==> src/rtl/intr_arb_pkg.sv <==
package intr_arb_pkg;
  localparam int unsigned VEC_STRIDE_SHIFT = 3;  // 8 vector bytes per line
  localparam int unsigned TX_VEC_OFS       = 4;
  localparam int unsigned RX_VEC_OFS       = 0;
endpackage

==> src/rtl/intr_lowest_pick.sv <==
module intr_lowest_pick #(
  parameter int unsigned NUM_LINES = 16,
  localparam int unsigned LN_W = (NUM_LINES > 1) ? $clog2(NUM_LINES) : 1
) (
  input  logic [NUM_LINES-1:0] req_i,
  output logic [NUM_LINES-1:0] gnt_o,
  output logic [LN_W-1:0]      idx_o,
  output logic                 any_o
);
  always_comb begin
    gnt_o = '0;
    idx_o = '0;
    for (int i = NUM_LINES - 1; i >= 0; i--) begin
      if (req_i[i]) begin
        gnt_o = '0;
        gnt_o[i] = 1'b1;
        idx_o = LN_W'(i);
      end
    end
  end

  assign any_o = |req_i;

  always_comb begin
    a_r3_grant_onehot: assert ($onehot0(gnt_o));
    a_r3_grant_subset: assert ((gnt_o & ~req_i) == '0);
  end
endmodule

==> src/rtl/intr_req_group.sv <==
module intr_req_group #(
  parameter int unsigned NUM_LINES = 16,
  parameter int unsigned VEC_W     = 9,
  parameter int unsigned VEC_OFS   = 0,
  localparam int unsigned LN_W = (NUM_LINES > 1) ? $clog2(NUM_LINES) : 1
) (
  input  logic                 clk_i,
  input  logic                 rst_ni,
  input  logic [VEC_W-1:0]     base_vec_i,
  input  logic [NUM_LINES-1:0] line_rst_i,
  input  logic [NUM_LINES-1:0] done_ev_i,
  input  logic [NUM_LINES-1:0] ie_i,
  input  logic [NUM_LINES-1:0] done_i,
  input  logic [NUM_LINES-1:0] ie_wr_i,
  input  logic [NUM_LINES-1:0] ie_wdata_i,
  input  logic [NUM_LINES-1:0] done_clr_i,
  input  logic                 ack_i,
  output logic                 req_o,
  output logic [VEC_W-1:0]     vec_o
);
  import intr_arb_pkg::*;

  logic [NUM_LINES-1:0] pend_q, pend_d;
  logic [NUM_LINES-1:0] set_v, clr_ext, clr_v, gnt;
  logic [LN_W-1:0]      win_idx;
  logic                 any_pend;

  intr_lowest_pick #(.NUM_LINES(NUM_LINES)) u_pick (
    .req_i (pend_q),
    .gnt_o (gnt),
    .idx_o (win_idx),
    .any_o (any_pend)
  );

  // enable write only raises on a 0->1 change of enable with done already set
  assign set_v   = (done_ev_i & ie_i) | (ie_wr_i & ie_wdata_i & done_i & ~ie_i);
  assign clr_ext = (ie_wr_i & ~ie_wdata_i) | done_clr_i | line_rst_i;
  assign clr_v   = clr_ext | (ack_i ? gnt : '0);
  assign pend_d  = (pend_q | set_v) & ~clr_v;

  always_ff @(posedge clk_i or negedge rst_ni) begin
    if (!rst_ni) pend_q <= '0;
    else         pend_q <= pend_d;
  end

  assign req_o = any_pend;
  assign vec_o = any_pend
               ? base_vec_i + (VEC_W'(win_idx) << VEC_STRIDE_SHIFT) + VEC_W'(VEC_OFS)
               : '0;

  a_r3_one_cleared: assert property (@(posedge clk_i) disable iff (!rst_ni)
    (ack_i && req_o && set_v == '0 && clr_ext == '0)
      |=> ($countones(pend_q) + 1 == $countones($past(pend_q))));

  a_r3_winner_gone: assert property (@(posedge clk_i) disable iff (!rst_ni)
    (ack_i && req_o) |=> ((pend_q & $past(gnt)) == '0));

  a_r8_idle_ack: assert property (@(posedge clk_i) disable iff (!rst_ni)
    (ack_i && !req_o) |-> (vec_o == '0));

  a_r8_idle_stable: assert property (@(posedge clk_i) disable iff (!rst_ni)
    (ack_i && !req_o && set_v == '0) |=> (pend_q == '0));

  a_r7_line_reset: assert property (@(posedge clk_i) disable iff (!rst_ni)
    (line_rst_i != '0) |=> ((pend_q & $past(line_rst_i)) == '0));

  a_r9_clear_wins: assert property (@(posedge clk_i) disable iff (!rst_ni)
    ((set_v & clr_ext) != '0) |=> ((pend_q & $past(set_v & clr_ext)) == '0));
endmodule

==> src/rtl/intr_vec_arb.sv <==
module intr_vec_arb #(
  parameter int unsigned NUM_LINES = 16,
  parameter int unsigned VEC_W     = 9
) (
  input  logic                 clk_i,
  input  logic                 rst_ni,
  input  logic [VEC_W-1:0]     base_vec_i,
  input  logic [NUM_LINES-1:0] line_rst_i,
  input  logic [NUM_LINES-1:0] rx_done_ev_i,
  input  logic [NUM_LINES-1:0] rx_ie_i,
  input  logic [NUM_LINES-1:0] rx_done_i,
  input  logic [NUM_LINES-1:0] rx_ie_wr_i,
  input  logic [NUM_LINES-1:0] rx_ie_wdata_i,
  input  logic [NUM_LINES-1:0] rx_done_clr_i,
  input  logic                 rx_ack_i,
  output logic                 rx_req_o,
  output logic [VEC_W-1:0]     rx_vec_o,
  input  logic [NUM_LINES-1:0] tx_done_ev_i,
  input  logic [NUM_LINES-1:0] tx_ie_i,
  input  logic [NUM_LINES-1:0] tx_done_i,
  input  logic [NUM_LINES-1:0] tx_ie_wr_i,
  input  logic [NUM_LINES-1:0] tx_ie_wdata_i,
  input  logic [NUM_LINES-1:0] tx_done_clr_i,
  input  logic                 tx_ack_i,
  output logic                 tx_req_o,
  output logic [VEC_W-1:0]     tx_vec_o
);
  import intr_arb_pkg::*;

  intr_req_group #(
    .NUM_LINES (NUM_LINES),
    .VEC_W     (VEC_W),
    .VEC_OFS   (RX_VEC_OFS)
  ) u_rx_grp (
    .clk_i      (clk_i),
    .rst_ni     (rst_ni),
    .base_vec_i (base_vec_i),
    .line_rst_i (line_rst_i),
    .done_ev_i  (rx_done_ev_i),
    .ie_i       (rx_ie_i),
    .done_i     (rx_done_i),
    .ie_wr_i    (rx_ie_wr_i),
    .ie_wdata_i (rx_ie_wdata_i),
    .done_clr_i (rx_done_clr_i),
    .ack_i      (rx_ack_i),
    .req_o      (rx_req_o),
    .vec_o      (rx_vec_o)
  );

  intr_req_group #(
    .NUM_LINES (NUM_LINES),
    .VEC_W     (VEC_W),
    .VEC_OFS   (TX_VEC_OFS)
  ) u_tx_grp (
    .clk_i      (clk_i),
    .rst_ni     (rst_ni),
    .base_vec_i (base_vec_i),
    .line_rst_i (line_rst_i),
    .done_ev_i  (tx_done_ev_i),
    .ie_i       (tx_ie_i),
    .done_i     (tx_done_i),
    .ie_wr_i    (tx_ie_wr_i),
    .ie_wdata_i (tx_ie_wdata_i),
    .done_clr_i (tx_done_clr_i),
    .ack_i      (tx_ack_i),
    .req_o      (tx_req_o),
    .vec_o      (tx_vec_o)
  );

  // rx and tx offsets must not collide within one line's slot
  a_r4_vec_distinct: assert property (@(posedge clk_i) disable iff (!rst_ni)
    (rx_req_o && tx_req_o) |-> (rx_vec_o != tx_vec_o));
endmodule

==> config.mk <==
export PLATFORM = sky130hd
export DESIGN_NAME = intr_vec_arb
export DESIGN_NICKNAME = d
export VERILOG_FILES = /design/src/rtl/intr_arb_pkg.sv /design/src/rtl/intr_lowest_pick.sv /design/src/rtl/intr_req_group.sv /design/src/rtl/intr_vec_arb.sv
export SDC_FILE = /design/constraint.sdc
export NUM_CORES = 1
export LEC_CHECK = 0
export BUFFER_PORTS_ARGS = -buffer_cell sky130_fd_sc_hd__buf_2
export CAP_MARGIN = 20
export CELL_PAD_IN_SITES_DETAIL_PLACEMENT = 1
export CELL_PAD_IN_SITES_GLOBAL_PLACEMENT = 1
export CORE_AREA = 4 4 118 120
export DETAILED_ROUTE_END_ITERATION = 12
export DIE_AREA = 0 0 122 124
export GPL_ROUTABILITY_DRIVEN = 0
export PLACE_DENSITY = 0.88
export SYNTH_ARGS = -nofsm -noshare
export SYNTH_HDL_FRONTEND = slang
export SYNTH_SLANG_ARGS = --single-unit
==> constraint.sdc <==
create_clock -name clk_i -period 2.7 [get_ports clk_i]
set_clock_uncertainty 0.05 [all_clocks]
set_input_delay 0.27 -clock clk_i [delete_from_list [all_inputs] [get_ports clk_i]]
set_output_delay 0.27 -clock clk_i [all_outputs]
set_load 0.02 [all_outputs]
# ---- Yosys cells after proc, flatten, opt, wreduce, memory -nomap -nowiden
# Index checks and enable logic that the tools add are counted.
dict set report classes {
  bitwise 28
  n_reduce_logical 2
  n_mux 68
  addsub 3
}
# op n
set ops {}
lappend ops {{16-bit two-way mux} 34}
lappend ops {{16-bit bitwise AND} 12}
lappend ops {{16-bit OR} 10}
lappend ops {{4-bit two-way mux} 32}
lappend ops {{16-bit inverter} 6}
lappend ops {{16-bit OR reduction} 2}
lappend ops {{9-bit by 7-bit adder with 9-bit output} 2}
lappend ops {{9-bit two-way mux} 2}
lappend ops {{9-bit by 3-bit adder with 9-bit output, second input constant} 1}
dict set report totals {
  reg_bits 32
  word_cells 103
}

# ---- Logic depth before layout (Yosys ltp)
# Gate-level depths: netlist of the first run.
dict set report logic_depth {
  depth_word 20
  mapped_depth 10
  ltp_nobuf 10
}

# ---- Hierarchy
# A second synthesis of the first run with hierarchy kept.
dict set report hier_totals {
  cells_unflattened 389
  area_unflattened_um2 3219.3
}
# mod cells_per_inst n_inst area_per_inst_um2
set modules_own_cells {}
lappend modules_own_cells {{intr_req_group at u_rx_grp} 143 1 1286.2}
lappend modules_own_cells {{intr_req_group at u_tx_grp} 150 1 1282.5}
lappend modules_own_cells {intr_lowest_pick 48 2 325.3}

# ---- Worst setup path after synthesis of the first run
# Ideal clock, no wire load.
dict set report synth_path {
  path_kind {register to output}
  from {register u_tx_grp.pend_q[5]}
  to {output tx_vec_o[6]}
  n_path_buf 0
  path_stages_with_launch 9
  arrival_ns 2.492
  setup_slack_ns -0.112
  cell_sequence {dfrtp_1 inv_1 a2111oi_0 and2_1 a221oi_1 fa_1 nor2b_1 o21ai_0 a211oi_1}
}
dict set report synth_via {
  elab_chain_len 9
  elab_cells_between_ends 10
  classes_between {add/sub (2); mux (7); reduce/logical (1)}
}
# item line_no
set synth_lines {}
lappend synth_lines {{from (decl)} intr_req_group.sv:23} ;# logic [NUM_LINES-1:0] pend_q, pend_d;
lappend synth_lines {{from (signal assigned)} intr_req_group.sv:43} ;# else pend_q <= pend_d;
lappend synth_lines {{4-bit two-way mux (6 in a row)} intr_lowest_pick.sv:14} ;# if (req_i[i]) begin
lappend synth_lines {{9-bit by 7-bit adder with 9-bit output} intr_req_group.sv:48} ;# ? base_vec_i + (VEC_W'(win_idx) << VEC_STRIDE_SHIFT) + VEC_W'(VEC_OFS)
lappend synth_lines {{9-bit by 3-bit adder with 9-bit output} intr_req_group.sv:48}
lappend synth_lines {{9-bit two-way mux (*)} intr_req_group.sv:48}
lappend synth_lines {{to (decl)} intr_vec_arb.sv:26} ;# output logic [VEC_W-1:0] tx_vec_o
# Mark *: on every way between the ends. The rest lies on a longest branch, timed or not.

# ---- Worst setup path after layout of the first run
dict set report layout_path {
  from {register u_tx_grp.pend_q[5]}
  to {output tx_vec_o[7]}
}
# The elaborated chain is that of the path after synthesis.

==> impl_metrics.tcl, run 1 <==
set metrics [dict create \
    synthTopCellsByArea "dfrtp_1 (28%), nand2_1 (9.1%), o21ai_0 (7.8%)" \
    p_leak_uw 0.00270 \
    crit_chain "buf_6, or2_4, a221o_1, ha_4, a211o_1, a211oi_2, or4_1, nand2_1, buf_6" \
    crit_slowest_cell "or4_1" \
    dr.pass1.iters 5 \
    io_buffers 240 \
    syn-num-nets 629 \
    final_net_count 928 \
    antenna_cells 0 \
    hpwlAfterDp_um 12000 \
    powerDensity_nw_per_um2 418 \
    crit_path_start "u_tx_grp.pend_q[5]" \
    finalWorstSetupSlack_ns -0.301 \
    grt_pass1_vias 4527 \
    cp.depth 9 \
    hold_class "in -> async" \
    clk_pin_slew_ns 0.05 \
    final-hold-violation-count 0 \
    critPathCapture "tx_vec_o[7]" \
    dieArea_um2 15100 \
    cts_tree "done" \
    synth_edf_count 0 \
    crit_path_max_incr_delay_ns 0.46 \
    synthArstFlopShare_pct 100 \
    status "finished with violations" \
    arrival_ns 2.68 \
    critPathTopFamily "simple AND/OR/NAND/NOR gates" \
    holdBufCountCts 0 \
    p_sw_share_pct 35.4 \
    tightest_slew_ns 0.778 \
    r2r_end "u_tx_grp.pend_q[14]" \
    start_kind "flop" \
    fmax_ghz 0.333 \
    htree_num_levels 2 \
    synth_largest_area_cell "dfrtp_1" \
    drcViolationCount 0 \
    yosys_warnings 0 \
    pwr-share-seq_pct 24.1 \
    clkPwrFrac_pct 25.6 \
    reg2reg_depth 6 \
    dr.first_iter.drc_count 102 \
    post-route-min-period_ns 3.00 \
    core_um2 13000 \
    layoutNonFillerInstCount 874 \
    grt_max_degree 33 \
    grt_overflow 0 \
    grt_antenna_before_repair 0 \
    yosysUniqueCellTypes 49 \
    violations "negative setup slack" \
    crit_top_cell "buf_6" \
    grt_use_total_pct 18.0 \
    grt_setup_unrepaired "yes" \
    row_count 42 \
    worstPathRequired_ns 2.38 \
    wl_um 14100 \
    report.final.slew_viol_count 0 \
    syn-instance-count 398 \
    setup_viol 9 \
    synth.cell_area_um2 2900 \
    ioPinCount 241 \
    cts_sinks 32 \
    maxCapViolations 0 \
    grt_pass1_wl_um 21600 \
    r2r-start "u_tx_grp.pend_q[2]" \
    intPower_uw 1430 \
    hold_slack_ns 0.0229 \
    slew_headroom_pct 48.1 \
    drive_gt1_share_pct 52.6 \
    ys_seq_area_share_pct 27.6 \
    finalCritPeriodShare_pct 111 \
    vdd_drop_max_uv 289 \
    cp_max_fo 3 \
    worstSetupPathType "reg -> out" \
    vias 4220 \
    routed_via_density 4.83 \
    ant_nets 0 \
    clk_path_buf_depth 2 \
    dp.cells 849 \
    wl_per_cell_um 16.2 \
    root_buffer "clkbuf_16" \
    ys_seq_elements 32 \
    cp-end-kind "output pin" \
    synth_ff_type "dfrtp_1" \
    clock_latency_ns 0.28 \
    syn_avg_cell_area_um2 7.28 \
    r2r_setup_slack_ns 0.77 \
    start_util_pct 22.3 \
    power.switching_uw 782 \
    combPwrFrac_pct 50.2 \
    dieWidth_um 122 \
    synthToLayoutAreaGrowth_pct 82.4 \
    synth_top_cell_area_share_pct 27.6 \
    pre_cts_ws_ns -0.101 \
    cts-buffers-inserted 5 \
    finalPower_uw 2210 \
    die_height_um 124 \
    critPathBufInv 2 \
]
==> cells by family after synthesis <==
| family | after synthesis | synth area share [%] |
|---|---|---|
| AND/OR/NAND/NOR | 163 | 27.9 |
| XOR/XNOR | 3 | 0.907 |
| flip-flops | 32 | 27.6 |
| multiplexers | 1 | 0.345 |
| AO/OA/AOI/OAI | 142 | 32.0 |
| buffers and inverters | 47 | 6.39 |
| adder cells (fa/ha/maj) | 10 | 4.84 |
==> synthesized netlist by cell type, drive strengths merged, types with 3 or more instances <==
library cell  number
ha                 8
a31oi              6
nand2b             7
nand3              5
and4               3
a21oi             24
dfrtp             32
o22ai              4
a21o               3
a2111oi           16
inv               45
nor3               7
nor4               8
nor2              35
o21ai             45
and2               8
a211oi            19
nor2b              4
nand3b             8
a211o              3
o211ai             3
o31ai              4
nand2             70
==> registers in the layout, indices dropped and copies added (netlist names) <==
signal	count
u_rx_grp.pend_q	16
u_tx_grp.pend_q	16
==> layout by cell type (no fill, tap or decap), types with 3 or more instances in the layout <==
| cell | n |
|---|---|
| a2111oi_0 | 15 |
| a211o_1 | 3 |
| a211oi_1 | 16 |
| a211oi_2 | 3 |
| a21o_1 | 3 |
| a21oi_1 | 20 |
| a21oi_2 | 3 |
| a31oi_1 | 5 |
| and2_1 | 6 |
| and4_1 | 3 |
| buf_2 | 231 |
| buf_4 | 53 |
| buf_6 | 10 |
| clkbuf_16 | 5 |
| dfrtp_1 | 23 |
| dfrtp_2 | 9 |
| ha_1 | 3 |
| ha_4 | 4 |
| inv_1 | 42 |
| inv_2 | 3 |
| nand2_1 | 69 |
| nand2b_1 | 5 |
| nand3_1 | 5 |
| nand3b_1 | 8 |
| nor2_1 | 29 |
| nor2_4 | 5 |
| nor3_1 | 5 |
| nor4_4 | 5 |
| o211ai_1 | 3 |
| o21ai_0 | 43 |
| o22ai_1 | 4 |
==> through the flow <==
stage | utilization [%] | instance area, um2 | TNS [ns]
after floorplan | - | 2910 | 0
after global placement | 35.4 | 4590 | -0.119
after detailed placement | 35.4 | 4590 | -0.235
after CTS | 38.9 | 5050 | -1.19
after global routing | 40.7 | 5290 | -2.66
final | 40.7 | 5290 | -1.57
==> power by group through the flow <==
stage	combinational, uW	clock, uW	sequential (uW)
2_1_floorplan	468	0	527
3_3_place_gp	875	0	530
3_5_place_dp	895	0	532
4_1_cts	1020	576	529
5_1_grt	1220	604	536
6_report	1110	566	534
==> timing repair <==
| item | in CTS | in global routing |
|---|---|---|
| buffers inserted | 10 | 8 |
| pin swaps | 31 | 23 |
| endpoints found under the setup margin | 10 | 10 |
| resized for setup | 57 | 37 |
==> final cells by class <==
type / count / area [um2]
Fill cell: 1682 / 7690
Multi-Input combinational cell: 319 / 2270
Timing Repair Buffer: 294 / 1670
Sequential cell: 32 / 812
Tap cell: 176 / 220
Inverter: 45 / 169
Clock buffer: 8 / 146
==> per-layer routing <==
layer,track usage [%],share of wire (%),vias up
met1,19.7,38,1992
met5,0,0,-
met4,4.34,1.8,0
li1,-,-,2064
met3,3.68,6.6,18
met2,35.4,54,146
==> worst min-delay path by stage <==
| stage | from | to |
|---|---|---|
| 3_5_place_dp | rst_ni | u_rx_grp.pend_q[15] |
| 6_report | rst_ni | u_rx_grp.pend_q[1] |
| 3_3_place_gp | rst_ni | u_rx_grp.pend_q[15] |
| 2_1_floorplan | rst_ni | u_rx_grp.pend_q[0] |
| 4_1_cts | rst_ni | u_tx_grp.pend_q[1] |
| 5_1_grt | rst_ni | u_tx_grp.pend_q[9] |
(Power assumes the default switching activity.)
==> run 2, diff against run 1 <==
--- a/config.mk
+++ b/config.mk
@@ -14,6 +14,7 @@
 export DIE_AREA = 0 0 122 124
 export GPL_ROUTABILITY_DRIVEN = 0
 export PLACE_DENSITY = 0.88
+export SETUP_SLACK_MARGIN = 0.15
 export SYNTH_ARGS = -nofsm -noshare
 export SYNTH_HDL_FRONTEND = slang
 export SYNTH_SLANG_ARGS = --single-unit
==> impl_metrics.tcl, run 2 (same netlist as run 1, synthesis figures left out) <==
set metrics [dict create \
    status "finished with violations" \
    cp-end-kind "output pin" \
    holdBufCountCts 0 \
    maxCapViolations 0 \
    crit_slowest_cell "dfrtp_1" \
    powerDensity_nw_per_um2 445 \
    cts_tree "done" \
    power.switching_uw 848 \
    cts_sinks 32 \
    p_leak_uw 0.00271 \
    post-route-min-period_ns 3.13 \
    crit_chain "buf_6, nor4_4, buf_4, buf_4, a21oi_1, ha_1, o21a_1, o31a_1, o21ai_2, mux2i_4, buf_6" \
    tns_ns -1.90 \
    violations "negative setup slack" \
    grt_overflow 0 \
    die_height_um 124 \
    reg2reg_depth 5 \
    wl_per_cell_um 17.4 \
    clk_path_buf_depth 2 \
    worstPathRequired_ns 2.38 \
    wl_um 15200 \
    dr.pass1.iters 4 \
    dieArea_um2 15100 \
    slew_headroom_pct 49.0 \
    intPower_uw 1520 \
    crit_path_start "u_tx_grp.pend_q[15]" \
    fmax_ghz 0.319 \
    combPwrFrac_pct 49.0 \
    report.final.slew_viol_count 0 \
    root_buffer "clkbuf_16" \
    dieWidth_um 122 \
    grt_use_met2_pct 35.4 \
    final_common_cell "buf_2" \
    met3_usage_pct 3.50 \
    hpwlAfterDp_um 12100 \
    hold_slack_ns 0.00594 \
    clkPwrFrac_pct 28.5 \
    finish.utilization_pct 40.9 \
    grt_antenna_before_repair 0 \
    antenna_cells 0 \
    reg_top3 "u_rx_grp.pend_q x16, u_tx_grp.pend_q x16" \
    setup_viol 9 \
    cts-buffers-inserted 5 \
    io_buffers 240 \
    drive_gt1_share_pct 53.0 \
    hold_class "in -> async" \
    vdd_drop_max_uv 229 \
    final-hold-violation-count 0 \
    crit_path_max_incr_delay_ns 0.44 \
    final_net_count 926 \
    r2r_end "u_tx_grp.pend_q[15]" \
    synthToLayoutAreaGrowth_pct 83.3 \
    final_cell_mix "buf_2 (230), nand2_1 (69), buf_4 (52)" \
    grt_max_degree 33 \
    row_count 42 \
    finalWorstSetupSlack_ns -0.434 \
    dr.first_iter.drc_count 118 \
    pwr-share-seq_pct 22.5 \
    critPathCapture "tx_vec_o[8]" \
    tightest_slew_ns 0.746 \
    routed_via_density 4.86 \
    start_util_pct 22.3 \
    ant_nets 0 \
    clk_pin_slew_ns 0.06 \
    finalPower_uw 2360 \
    clock_latency_ns 0.28 \
    p_sw_share_pct 35.9 \
    vias 4242 \
    arrival_ns 2.81 \
    htree_num_levels 2 \
    grt_use_total_pct 18.8 \
    drcViolationCount 0 \
    grt_busiest_layer "met2" \
    ioPinCount 241 \
    grtUsageMet1_pct 21.3 \
    core_um2 13000 \
    pre_cts_ws_ns -0.138 \
    grt_pass1_vias 4455 \
    start_kind "flop" \
    cp_max_fo 4 \
    r2r-start "u_tx_grp.pend_q[2]" \
    worstSetupPathType "reg -> out" \
    grt_setup_unrepaired "yes" \
    grt_pass1_wl_um 22200 \
    r2r_setup_slack_ns 0.83 \
    finalCritPeriodShare_pct 116 \
]
[run 2: changes by cell type in the layout (fill, tap and decap cells not counted), sizes merged]
cell      before  now
buf          294  292
clkbuf         8    5
inv           45   46
bufinv         0    1
clkinvlp       0    1
[run 2: power by group through the flow]
stage                     logic, uW  registers [uW]  clock network [uW]
after floorplan                 485             527                   0
after global placement          895             531                   0
after CTS                      1060             528                 672
final                          1160             533                 674
after global routing           1250             535                 702
after detailed placement        916             532                   0
[run 2: worst min-delay path by stage]
stage,slack (ns),start,endpoint
after detailed placement,0.34,rst_ni,u_rx_grp.pend_q[6]
after global routing,0.07,rst_ni,u_tx_grp.pend_q[15]
final,0.006,rst_ni,u_tx_grp.pend_q[15]
after floorplan,-0.08,rst_ni,u_rx_grp.pend_q[0]
after global placement,0.34,rst_ni,u_tx_grp.pend_q[8]
after CTS,0.04,rst_ni,u_rx_grp.pend_q[6]
[run 2: worst max-delay path: cells and delay by family (launching register included)]
kind | cells | cell delay (ns)
mux | 1 | 0.26
flops | 1 | 0.44
simple gates | 1 | 0.34
buf+inv | 4 | 0.58
compound gates | 4 | 0.59
fa+ha+maj | 1 | 0.32
[run 2: timing repair]
item                                   4_1_cts  5_1_grt
gates cloned                                 0        0
buffers inserted                            14        4
endpoints found under the hold margin        0        0
setup endpoints to repair                   11       13
resized for setup                           64       27
pin swaps                                   32       18
[run 2: area by class of cell]
class,count,area [um2]
fillers,1652,7670
multi-input cells,319,2280
repair buffers,292,1660
flip-flops and latches,32,812
well taps,176,220
inverters,45,169
clock buffers,5,125
clock inverters,3,46.3
[run 2: metal layers]
layer  wire [um]  share of wire [%]
met1        5840                 38
met2        8000                 53
met3         961                6.3
met4         391                2.6
met5           0                  0
[run 2: per-stage QoR]
step                area [um2]  instances
global placement          4610        846
floorplan                 2950        398
detailed placement        4610        846
CTS                       5150        868
global route              5310        872
finish                    5310        872
==> run 3, diff against run 2 <==
--- a/config.mk
+++ b/config.mk
@@ -9,11 +9,11 @@
 export CAP_MARGIN = 20
 export CELL_PAD_IN_SITES_DETAIL_PLACEMENT = 1
 export CELL_PAD_IN_SITES_GLOBAL_PLACEMENT = 1
-export CORE_AREA = 4 4 118 120
+export CORE_AREA = 4 4 113 115
 export DETAILED_ROUTE_END_ITERATION = 12
-export DIE_AREA = 0 0 122 124
+export DIE_AREA = 0 0 117 119
 export GPL_ROUTABILITY_DRIVEN = 0
-export PLACE_DENSITY = 0.88
+export PLACE_DENSITY_LB_ADDON = 0.12
 export SETUP_SLACK_MARGIN = 0.15
 export SYNTH_ARGS = -nofsm -noshare
 export SYNTH_HDL_FRONTEND = slang
==> constraint.sdc (replaced) <==
create_clock -name clk_i -period 3.5 [get_ports clk_i]
set_clock_uncertainty 0.05 [all_clocks]
set_input_delay 0.35 -clock clk_i [delete_from_list [all_inputs] [get_ports clk_i]]
set_output_delay 0.35 -clock clk_i [all_outputs]
set_load 0.02 [all_outputs]
==> impl_metrics.tcl, run 3 (same netlist as run 1, synthesis figures left out) <==
set metrics [dict create \
    report.final.slew_viol_count 0 \
    critPathTopFamily "simple AND/OR/NAND/NOR gates" \
    cts_sinks 32 \
    grt_pass1_vias 4173 \
    slew_headroom_pct 48.2 \
    clock_latency_ns 0.27 \
    final_net_count 876 \
    cts-buffers-inserted 5 \
    crit_slowest_cell "dfrtp_1" \
    antenna_cells 0 \
    start_util_pct 24.5 \
    maxCapViolations 0 \
    dr.first_iter.drc_count 73 \
    finalPower_uw 1500 \
    ant_nets 0 \
    setup_viol 0 \
    htree_num_levels 2 \
    p_leak_uw 0.00237 \
    synthToLayoutAreaGrowth_pct 55.4 \
    powerDensity_nw_per_um2 332 \
    clk_path_buf_depth 2 \
    dieArea_um2 13900 \
    grt_max_degree 33 \
    worstPathRequired_ns 3.10 \
    tightest_slew_ns 0.777 \
    post-route-min-period_ns 3.25 \
    cts_setup_buffers 0 \
    routed_via_density 4.96 \
    grt_setup_unrepaired "no" \
    pre_cts_ws_ns 0.525 \
    dieWidth_um 117 \
    grt_pass1_wl_um 20000 \
    wl_per_cell_um 16.2 \
    root_buffer "clkbuf_16" \
    drcViolationCount 0 \
    worstSetupPathType "reg -> out" \
    drive_gt1_share_pct 42.7 \
    core_um2 11800 \
    vdd_drop_max_uv 238 \
    final_cell_mix "buf_2 (240), nand2_1 (70), o21ai_0 (44)" \
    ioPinCount 241 \
    finalWorstSetupSlack_ns 0.250 \
    hold_slack_ns 0.104 \
    cp_max_fo 7 \
    arrival_ns 2.85 \
    row_count 40 \
    final-hold-violation-count 0 \
    crit_chain "a2111oi_2, buf_4, and2_1, a221o_1, ha_1, a211o_1, a211oi_2, or4_1, nand2_1, buf_2" \
    tns_ns 0 \
    fillers 1558 \
    fmax_ghz 0.308 \
    status "complete, no violations" \
    vias 3933 \
    hpwlAfterDp_um 11500 \
    cp-end-kind "output pin" \
    dr.pass1.iters 4 \
    grt_antenna_before_repair 0 \
    cts_resized 0 \
    die_height_um 119 \
    clk_pin_slew_ns 0.05 \
    reg_top3 "u_rx_grp.pend_q x16, u_tx_grp.pend_q x16" \
    holdBufCountCts 0 \
    finalCritPeriodShare_pct 92.9 \
    io_buffers 240 \
    start_kind "flop" \
    cts_tree "done" \
    crit_path_max_incr_delay_ns 0.51 \
    grt_use_total_pct 17.9 \
    hold_class "in -> async" \
    critPathBufInv 2 \
    final_common_cell "buf_2" \
    grt_overflow 0 \
    wl_um 12900 \
]
## run 3: changes by cell type in the layout (fill, tap and decap cells not counted), sizes merged
cell / change
buf: -50
clkbuf: +2
bufinv: -1
inv: -1
## run 3: per-stage QoR
| stage | instance area (um2) | utilization, % | instances |
|---|---|---|---|
| after CTS | 4430 | 37.5 | 793 |
| after global placement | 4280 | 36.3 | 785 |
| after detailed placement | 4280 | 36.3 | 785 |
| after floorplan | 2900 | - | 398 |
| after global routing | 4500 | 38.1 | 793 |
| final | 4500 | 38.1 | 793 |
## run 3: power breakdown
part	leakage [uW]	internal (uW)	switching, uW
Sequential	0.000433	384	27.2
Clock	0.0000701	283	156
Combinational	0.00187	288	359
## run 3: worst paths after layout
| check | from | to | slack [ns] | depth (start not counted) |
|---|---|---|---|---|
| worst min-delay path | rst_ni | u_rx_grp.pend_q[14] | 0.10 | 1 |
| worst max-delay path | u_tx_grp.pend_q[6] | tx_vec_o[7] | 0.25 | 10 |
| worst max register to register | u_rx_grp.pend_q[0] | u_rx_grp.pend_q[11] | 1.34 | 4 |
| worst min register to register | u_rx_grp.pend_q[14] | u_rx_grp.pend_q[14] | 0.47 | 1 |
| min in group clk_i | rx_done_clr_i[1] | u_rx_grp.pend_q[1] | 0.19 | 2 |
| max in group asynchronous | rst_ni | u_rx_grp.pend_q[11] | 2.75 | 1 |
## run 3: per-layer routing
layer | wire (um) | track usage, % | up-vias
met1 | 5270 | 21.6 | 1835
li1 | - | - | 1952
met5 | 0 | 0 | -
met3 | 845 | 3.15 | 4
met4 | 60 | 2.15 | 0
met2 | 6700 | 33.4 | 142
## run 3: final cells by class
| class | count | area (um2) | share of cell area, % |
|---|---|---|---|
| Clock buffer | 7 | 143 | 3.17 |
| Clock inverter | 1 | 7.51 | 0.167 |
| Inverter | 45 | 169 | 3.75 |
| Multi-Input combinational cell | 319 | 1980 | 44.0 |
| Sequential cell | 32 | 805 | 17.9 |
| Tap cell | 147 | 184 | 4.08 |
| Timing Repair Buffer | 242 | 1220 | 27.0 |
